File: src/rtl/ddr_train_seq.sv
module ddr_train_seq #(
  parameter logic [31:0] BASE     = 32'h0,
  parameter logic [31:0] PHY1_OFS = 32'h4000,
  parameter int          POLL_W   = 16,
  parameter int          ERR_W    = 4
) (
  input  logic              clk,
  input  logic              rst_n,
  input  logic              start,
  input  logic [POLL_W-1:0] poll_limit,
  output logic              req_valid,
  output logic              req_write,
  output logic [31:0]       req_addr,
  output logic [31:0]       req_wdata,
  input  logic              req_ready,
  input  logic [31:0]       rsp_rdata,
  output logic              busy,
  output logic              done,
  output logic              timed_out,
  output logic [ERR_W-1:0]  err_count
);
  localparam logic [7:0] O_CTRL = 8'h00, O_PDT = 8'h04, O_MISC = 8'h08, O_REF = 8'h0C,
                         O_CMD = 8'h10, O_GC0 = 8'h20, O_GC1 = 8'h24,
                         O_ST0 = 8'h30, O_ST1 = 8'h34, O_ST2 = 8'h38, O_ST3 = 8'h3C,
                         O_RDHW = 8'h40, O_WRHW = 8'h44;
  localparam logic [31:0] B31 = 32'h8000_0000, B30 = 32'h4000_0000, B28 = 32'h1000_0000,
                          B14 = 32'h0000_4000, B12 = 32'h0000_1000, B4 = 32'h10;

  typedef enum logic [1:0] {S_IDLE, S_RUN, S_FIN} st_t;
  st_t st;
  logic [2:0]  phase;
  logic [4:0]  sub, last_sub, k;
  logic [31:0] acc, ctrl_sv, ref_sv;
  logic        tgt;
  logic [11:0] lane_lo, lane_hi;
  logic [POLL_W-1:0] pcnt;

  logic        s_wr, s_phy1, s_skip;
  logic [7:0]  s_ofs;
  logic [31:0] s_wd, s_pmask, s_pval, s_emask;

  wire cs0_init = ctrl_sv[31];
  wire cs1_init = ctrl_sv[30];
  wire cs0_cur  = cs0_init & ~tgt;
  wire cs1_cur  = cs1_init & tgt;
  wire wide     = (ctrl_sv[17:16] == 2'd2);

  function automatic logic [11:0] lane_of(input logic [10:0] u);
    logic [10:0] t;
    t = u - 11'h0C0;
    return {t[10:7], 1'b0, t[6:0]};
  endfunction

  assign k = sub - 5'd13;

  always_comb begin
    s_wr = 1'b0; s_phy1 = 1'b0; s_skip = 1'b0; s_ofs = O_CTRL; s_wd = '0;
    s_pmask = '0; s_pval = '0; s_emask = '0; last_sub = 5'd0;
    case (phase)
      3'd0: begin
        last_sub = 5'd9;
        case (sub)
          5'd1: s_ofs = O_PDT;
          5'd2: begin s_wr = 1'b1; s_ofs = O_PDT; s_wd = acc & ~32'h0000_FF00; end
          5'd3: s_ofs = O_REF;
          5'd4: begin s_wr = 1'b1; s_ofs = O_REF; s_wd = 32'h0000_C000; end
          5'd5: begin s_wr = 1'b1; s_ofs = O_CMD; s_wd = 32'h0000_8020; s_skip = ~cs0_init; end
          5'd6: begin s_wr = 1'b1; s_ofs = O_CMD; s_wd = 32'h0000_8028; s_skip = ~cs1_init; end
          5'd7: begin s_ofs = O_CMD; s_pmask = B14; s_pval = B14; end
          5'd8: s_ofs = O_MISC;
          5'd9: begin s_wr = 1'b1; s_wd = tgt ? (ctrl_sv & ~B31) : (ctrl_sv & ~B30); end
          default: ;
        endcase
      end
      3'd1, 3'd2, 3'd3: begin
        last_sub = (phase == 3'd1) ? 5'd28 : 5'd10;
        if (sub < 5'd8) begin
          case (sub)
            5'd0, 5'd3: s_ofs = O_GC0;
            5'd1, 5'd4: begin s_wr = 1'b1; s_ofs = O_GC0; s_wd = acc | B31; end
            5'd2, 5'd5: begin s_ofs = O_GC0; s_pmask = B31; end
            5'd6: begin s_wr = 1'b1; s_ofs = O_CMD; s_wd = 32'h0400_8050; s_skip = ~cs0_cur; end
            default: begin s_wr = 1'b1; s_ofs = O_CMD; s_wd = 32'h0400_8058; s_skip = ~cs1_cur; end
          endcase
        end else if (phase == 3'd1) begin
          case (sub)
            5'd8:  s_ofs = O_GC0;
            5'd9:  begin s_wr = 1'b1; s_ofs = O_GC0; s_wd = acc | B30; end
            5'd10: begin s_wr = 1'b1; s_ofs = O_GC0; s_wd = acc | B30 | B28; end
            5'd11: begin s_ofs = O_GC0; s_pmask = B28; s_emask = B12; end
            5'd12: begin s_ofs = O_GC0; s_phy1 = 1'b1; s_emask = B12; s_skip = ~wide; end
            default: begin
              s_phy1 = k[3];
              s_skip = k[3] & ~wide;
              case (k[1:0])
                2'd0: s_ofs = k[2] ? O_ST2 : O_ST0;
                2'd1: s_ofs = k[2] ? O_ST3 : O_ST1;
                2'd2: s_ofs = k[2] ? O_GC1 : O_GC0;
                default: begin
                  s_wr = 1'b1; s_ofs = k[2] ? O_GC1 : O_GC0;
                  s_wd = {acc[31:28], lane_hi, 4'h0, lane_lo};
                end
              endcase
            end
          endcase
        end else begin
          s_ofs = (phase == 3'd2) ? O_RDHW : O_WRHW;
          case (sub)
            5'd8: begin s_wr = 1'b1; s_wd = 32'h30; end
            5'd9: begin s_pmask = B4; s_emask = 32'hF; end
            default: begin s_phy1 = 1'b1; s_emask = 32'hF; s_skip = ~wide; end
          endcase
        end
      end
      default: begin
        last_sub = 5'd6;
        case (sub)
          5'd0: s_ofs = O_PDT;
          5'd1: begin s_wr = 1'b1; s_ofs = O_PDT; s_wd = acc | 32'h0000_5500; end
          5'd2: s_ofs = O_CTRL;
          5'd3: begin s_wr = 1'b1; s_wd = acc | {ctrl_sv[31:30], 30'h0}; end
          5'd4: begin s_wr = 1'b1; s_ofs = O_REF; s_wd = ref_sv; end
          5'd5: begin s_wr = 1'b1; s_ofs = O_CMD; s_wd = 32'h0; end
          default: begin s_ofs = O_CMD; s_pmask = B14; end
        endcase
      end
    endcase
  end

  assign busy      = (st == S_RUN);
  assign done      = (st == S_FIN);
  assign req_valid = busy & ~s_skip;
  assign req_write = s_wr;
  assign req_wdata = s_wd;
  assign req_addr  = BASE + (s_phy1 ? PHY1_OFS : 32'h0) + {24'h0, s_ofs};

  wire hs      = req_valid & req_ready;
  wire hit     = ((rsp_rdata & s_pmask) == s_pval);
  wire advance = busy & (s_skip | (hs & (s_wr | hit)));
  wire [POLL_W:0] miss_n = {1'b0, pcnt} + 1'b1;

  always_ff @(posedge clk or negedge rst_n) begin
    if (!rst_n) begin
      st <= S_IDLE; phase <= '0; sub <= '0; acc <= '0; ctrl_sv <= '0; ref_sv <= '0;
      tgt <= 1'b0; lane_lo <= '0; lane_hi <= '0; pcnt <= '0; timed_out <= 1'b0; err_count <= '0;
    end else if (!busy) begin
      if (start) begin
        st <= S_RUN; phase <= '0; sub <= '0; pcnt <= '0; timed_out <= 1'b0; err_count <= '0;
      end
    end else if (advance) begin
      pcnt <= '0;
      if (sub == last_sub) begin
        sub <= '0;
        if (phase == 3'd4) st <= S_FIN;
        else phase <= phase + 3'd1;
      end else begin
        sub <= sub + 5'd1;
      end
      if (!s_skip && !s_wr) begin
        acc <= rsp_rdata;
        if ((rsp_rdata & s_emask) != 32'h0) err_count <= err_count + 1'b1;
        if (phase == 3'd0 && sub == 5'd0) ctrl_sv <= rsp_rdata;
        if (phase == 3'd0 && sub == 5'd3) ref_sv <= rsp_rdata;
        if (phase == 3'd0 && sub == 5'd8) tgt <= rsp_rdata[20];
        if (phase == 3'd1 && sub >= 5'd13 && k[1:0] == 2'd0) lane_lo <= lane_of(rsp_rdata[26:16]);
        if (phase == 3'd1 && sub >= 5'd13 && k[1:0] == 2'd1) lane_hi <= lane_of(rsp_rdata[26:16]);
      end
    end else if (hs) begin
      if (miss_n >= {1'b0, poll_limit}) begin
        st <= S_FIN; timed_out <= 1'b1;
      end else begin
        pcnt <= miss_n[POLL_W-1:0];
      end
    end
  end
endmodule


File: config.mk
export PLATFORM = sky130hd
export DESIGN_NAME = ddr_train_seq
export DESIGN_NICKNAME = d
export VERILOG_FILES = /design/src/rtl/ddr_train_seq.sv
export SDC_FILE = /design/constraint.sdc
export NUM_CORES = 1
export LEC_CHECK = 0
export ABC_AREA = 1
export BUFFER_PORTS_ARGS = -buffer_cell sky130_fd_sc_hd__buf_4
export CORE_ASPECT_RATIO = 0.7
export CORE_MARGIN = 4
export CORE_UTILIZATION = 63
export DETAILED_ROUTE_END_ITERATION = 6
export GPL_ROUTABILITY_DRIVEN = 0
export PLACE_DENSITY_LB_ADDON = 0.3
export SETUP_SLACK_MARGIN = 0.5
export SKIP_CTS_REPAIR_TIMING = 1
export SYNTH_ARGS = -nofsm -noshare
export SYNTH_HDL_FRONTEND = slang
export SYNTH_SLANG_ARGS = --single-unit
File: constraint.sdc
create_clock -name clk -period 4.9 [get_ports clk]
set_input_delay 1.47 -clock clk [delete_from_list [all_inputs] [get_ports clk]]
set_output_delay 1.47 -clock clk [all_outputs]
set_load 0.005 [all_outputs]
# After elaboration in Yosys (flattened, before gate mapping)
# Cells that the tools add are included.
# classes
n_addsub,7
mul,0
n_div,0
magnitude_cmp,3
n_eq_ne,36
n_shift,0
n_mux,91
bitwise_logic,19
reduce_logical,45
# ops
operator,n
$mux 32,10
$pmux 32 s3,3
$pmux 32 s5,1
$pmux 32 s2,2
$mux 16,5
$and 32x32->32,2
$mux 15,4
$mux 5,7
$eq 32x32->1,1
$mux 4,8
$or 32x32->32,1
$reduce_and 4->1,8
$reduce_bool 32->1,1
$mux 29,1
$eq 5x4->1 const B,5
$mux 3,7
$eq 5x3->1 const B,4
$pmux 5 s2,2
$pmux 5 s4,1
$mux 1,19
$reduce_or 2->1,9
$add 16x1->17 const B,1
$ge 17x16->1,1
$add 15x8->16,1
43 further kinds,97
# word_totals
register_bits,150
latchBits,0
mem_bits_rw,0
romBits,0
input_bits,52
out_inout_bits,73
word_cells,213
n_memories,0

# Longest topological paths before layout
# logic_depth
ltp_word,15
ltp_mapped,21
ltp_nobuf,21

# Worst setup path after synthesis
# No wires, ideal clock.
# synth_timing
path_kind,register to output
startpoint,register sub[0]
endpoint,output req_wdata[0]
arrival_ps,2269
required_ps,3430
slack_ps,1161
stages_incl_launch_ff,13
n_path_buf,1
path_cell_list,dfrtp_1 -> inv_1 -> ha_1 -> inv_2 -> nor2_1 -> nand2_1 -> nand2_1 -> nor2_1 -> nand2_1 -> nor3_1 -> clkbuf_1 -> nand3_1 -> o2111ai_1
# synth_via
elab_chain_len,8
elab_cells_between_ends,29
classes_between,add/sub: 1; order compare: 1; eq/ne: 13; mux: 8; reduce/logical: 6
# synth_rtl
element,line_no,text
"start, declared",32,"logic [4:0] sub, last_sub, k;"
"start signal, assigned",157,sub <= sub + 5'd1;
$sub 4x4->4,54,assign k = sub - 5'd13;
$eq 2x1->1 (tied with other cells),95,case (k[1:0])
$reduce_or 3->1 (no line),--,
$mux 32,95,
$pmux 32 s3,86,case (sub)
$mux 32,85,end else if (phase == 3'd1) begin
$mux 32,77,if (sub < 5'd8) begin
$pmux 32 s2 *,59,case (phase)
"end, declared",14,"output logic [31:0] req_wdata,"
# Every way passes the cells marked *; elsewhere a longest branch is shown, timed or not.

# Worst setup path after layout
# layout_timing
startpoint,register sub[0]
endpoint,output req_wdata[31]
# Same word-level chain as after synthesis.

==> results.tsv <==
stage	metric	value	unit
clock_network	Num Clock Sinks	150	
synthesis	EDFF count, synth	0	
timing	Slew @ Worst Pin	0.868	ns
critical_path	Crit Path Max Fanout	18	
floorplan	die height	109	um
synthesis	Synth Area in XOR/XNOR	2.18	%
grt	gr usage total	32.5	%
hold_path	hold path cells	2	
detailed_routing	vias	8973	
grt	number of global-route vias before repair	8535	
critical_path	R2R cell count	15	
detailed_routing	TritonRoute pass-1 iters	7	
clock_network	Root Driver	clkbuf_16	
grt	largest net degree at the start of global routing	95	
critical_path	Worst Setup End Kind	output port	
synthesis	post-synthesis simple-gate area fraction	24.5	%
synthesis	most numerous cell in the Yosys netlist	nand2_1	
detailed_routing	final antenna-violating net count	0	
synthesis	yosys warns	0	
floorplan	row cnt	36	
synthesis	multiplexer share of the synthesized area	0	%
clock_network	htree depth	4	
grt	total grt overflow	0	
cells_and_area	layout cells sized above 1	17.0	%
timing	Max Fclk	0.228	GHz
synthesis	area share of the largest cell type after synthesis	40.6	%
timing	Setup TNS	0	ns
place	I/O Buffers	98	
power_and_ir_drop	Tot Pwr	5190	uW
grt	initial antenna violation count	0	
floorplan	Die W	153	um
floorplan	die area	16700	um^2
synthesis	Yosys top cell by area	dfrtp_1	
grt	first-pass GRT wire length	43.5	mm
synthesis	async set or reset register ratio after synthesis	100	%
outcome	status	finished clean	
detailed_routing	1st-iter DRT viols	1303	
synthesis	post-synthesis cell area	9240	um^2
floorplan	core area	14100	um^2
floorplan	I/O pins	125	
clock_network	CTS tree	done	
clock_network	CTS clk-pin slew, worst paths	0.06	ns
detailed_routing	Total Routed Length	26.8	mm
synthesis	syn_area_per_cell	7.64	um^2
cells_and_area	P&R area growth vs syn	15.5	%
timing	worst-case clock skew	0.00934	ns
clock_network	latest clock arrival within the worst-skew pair	0.44	ns
place	detailed placement HPWL	17.8	mm
synthesis	compound-gate portion of the synthesized area	17.4	%
detailed_routing	wire per inst	17.9	um
critical_path	Required @ worst endpoint	3.43	ns
synthesis	most common library cells after synthesis	344 x nand2_1, 150 x dfrtp_1, 134 x inv_1	
synthesis	largest family of logic cells by synthesized area	simple AND/OR/NAND/NOR gates	
place	worst slack at placement	0.572	ns
power_and_ir_drop	Pwr Density	486	nW/um^2
cells_and_area	antenna fix cells	0	
cells_and_area	Core Util, Final	75.5	%
timing	Final setup viols	0	
cells_and_area	fill count	1027	
timing	Setup WS post-layout	0.520	ns
clock_network	CTS buffer count	17	
synthesis	Yosys reg bits	150	
hold_path	Hold Crit Class	flip-flop to flip-flop	
timing	Hold Vio Cnt, Final	0	
detailed_routing	routed vias/inst	5.99	
timing	Max-slew headroom	42.2	%
timing	Final period util	89.4	%
cells_and_area	layout net count	1376	
timing	max-slew violations	0	
synthesis	Distinct cells, synth	50	
detailed_routing	DR DRC count	0	
timing	RSZ-0062 raised after global routing	no	
critical_path	Startpoint Class	flip-flop	
timing	worst hold slack	0.490	ns
timing	Final min period	4.38	ns
run	# Max-Cap Violations	0	
synthesis	Seq/Total Area, Yosys	40.6	%
synthesis	Post-synth top flop	dfrtp_1	
floorplan	Initial Util	65.3	%
critical_path	WS Path Type	flip-flop to output port	
critical_path	crit path DAT	2.91	ns
power_and_ir_drop	Leak	0.00527	uW
power_and_ir_drop	peak supply drop	0.294	mV
synthesis	synth top area cells	dfrtp_1 41%, nand2_1 14%, inv_1 5.4%	
clock_network	Clock Tree Buf Depth	2	
synthesis	cell count after synthesis	1210	
synthesis	Post-Synth Adder-Cell Area	4.06	%
critical path, cell delays in order, from the launching register on:
cell and delay (ns):
dfrtp_1 0.45, ha_1 0.27, inv_1 0.11, nor2_1 0.07, nand2_1 0.24, inv_1 0.22, nor2_2 0.14, buf_4 0.27
o221ai_1 0.14, a221o_1 0.39, buf_4 0.16
placed cells by master (no fill, tap or decap), types with 3 or more instances in the layout:
master      netlist  final
nand2_1         344    341
dfrtp_1         150    148
inv_1           134    130
buf_4            36    110
o21ai_1          98     97
o21ai_0          92     91
nand3_1          52     52
nor2_1           40     34
ha_1             30     29
conb_1            1     26
xor2_1           20     20
a21oi_1          20     20
o2111ai_1        17     17
clkbuf_16         0     17
inv_2            12     16
nand4_1          14     14
nor2_2            9     13
a22oi_1          13     13
o211ai_1         12     12
nor2_4            7      9
nor3_1           10      9
nand2_2           6      8
nand2_4           5      6
o221ai_1          6      6
or2_2             5      5
nor4_1            4      4
bufinv_16         0      4
xnor2_1           3      3
a221oi_1          3      3
nor3_2            2      3
o31ai_1           3      3
o22ai_1           3      3
nand3_2           3      3
clkinvlp_4        0      3
inv_6             0      3
metal layers:
layer | vias to the layer above | GRT usage (%) | part of all wire (%)
met5 | - | 0 | 0
met4 | 0 | 12.6 | 3.0
met1 | 4181 | 46.3 | 42
met3 | 95 | 8.65 | 12
met2 | 586 | 47.9 | 43
li1 | 4111 | - | -
cell type report:
class                   instances  area [um^2]  area share [%]
multi-input cells             864         4600            43.1
flip-flops and latches        150         3760            35.2
repair buffers                113          868            8.14
inverters                     148          561            5.25
clock buffers                  19          453            4.24
well taps                     190          238            2.23
clock inverters                13          194            1.82
cell families after synthesis:
logic type	count (synthesis)
adder cells (fa/ha/maj)	30
AND/OR/NAND/NOR	508
other	1
XOR/XNOR	23
flip-flops	150
AO/OA/AOI/OAI	277
buffers and inverters	221
where the power goes:
part / total [uW] / leakage [uW] / switching [uW] / internal, uW
Clock: 1450 / 0.000309 / 562 / 888
Sequential: 1740 / 0.00200 / 207 / 1540
Combinational: 1990 / 0.00296 / 1350 / 647
final timing paths:
kind / startpoint / end / slack, ns
max: sub[0] / req_wdata[31] / 0.52
min: st[1] / st[1] / 0.49
max reg2reg: pcnt[0] / pcnt[6] / 1.10
min reg2reg: st[1] / st[1] / 0.49
max in group asynchronous: rst_n / acc[23] / 2.99
min in group asynchronous: rst_n / err_count[3] / 1.10
per-stage QoR:
| step | instances | cell area [um^2] |
|---|---|---|
| floorplan | 1235 | 9330 |
| global placement | 1464 | 9960 |
| detailed placement | 1464 | 9960 |
| CTS | 1496 | 10600 |
| global route | 1497 | 10700 |
| finish | 1497 | 10700 |
registers in the layout, indices dropped and copies added (netlist names):
name	count
pcnt	16
tgt	1
phase	3
err_count	4
ctrl_sv	32
st	2
timed_out	1
lane_hi	11
ref_sv	32
sub	5
lane_lo	11
acc	32
Note: power is estimated with default switching activity, not from simulation.
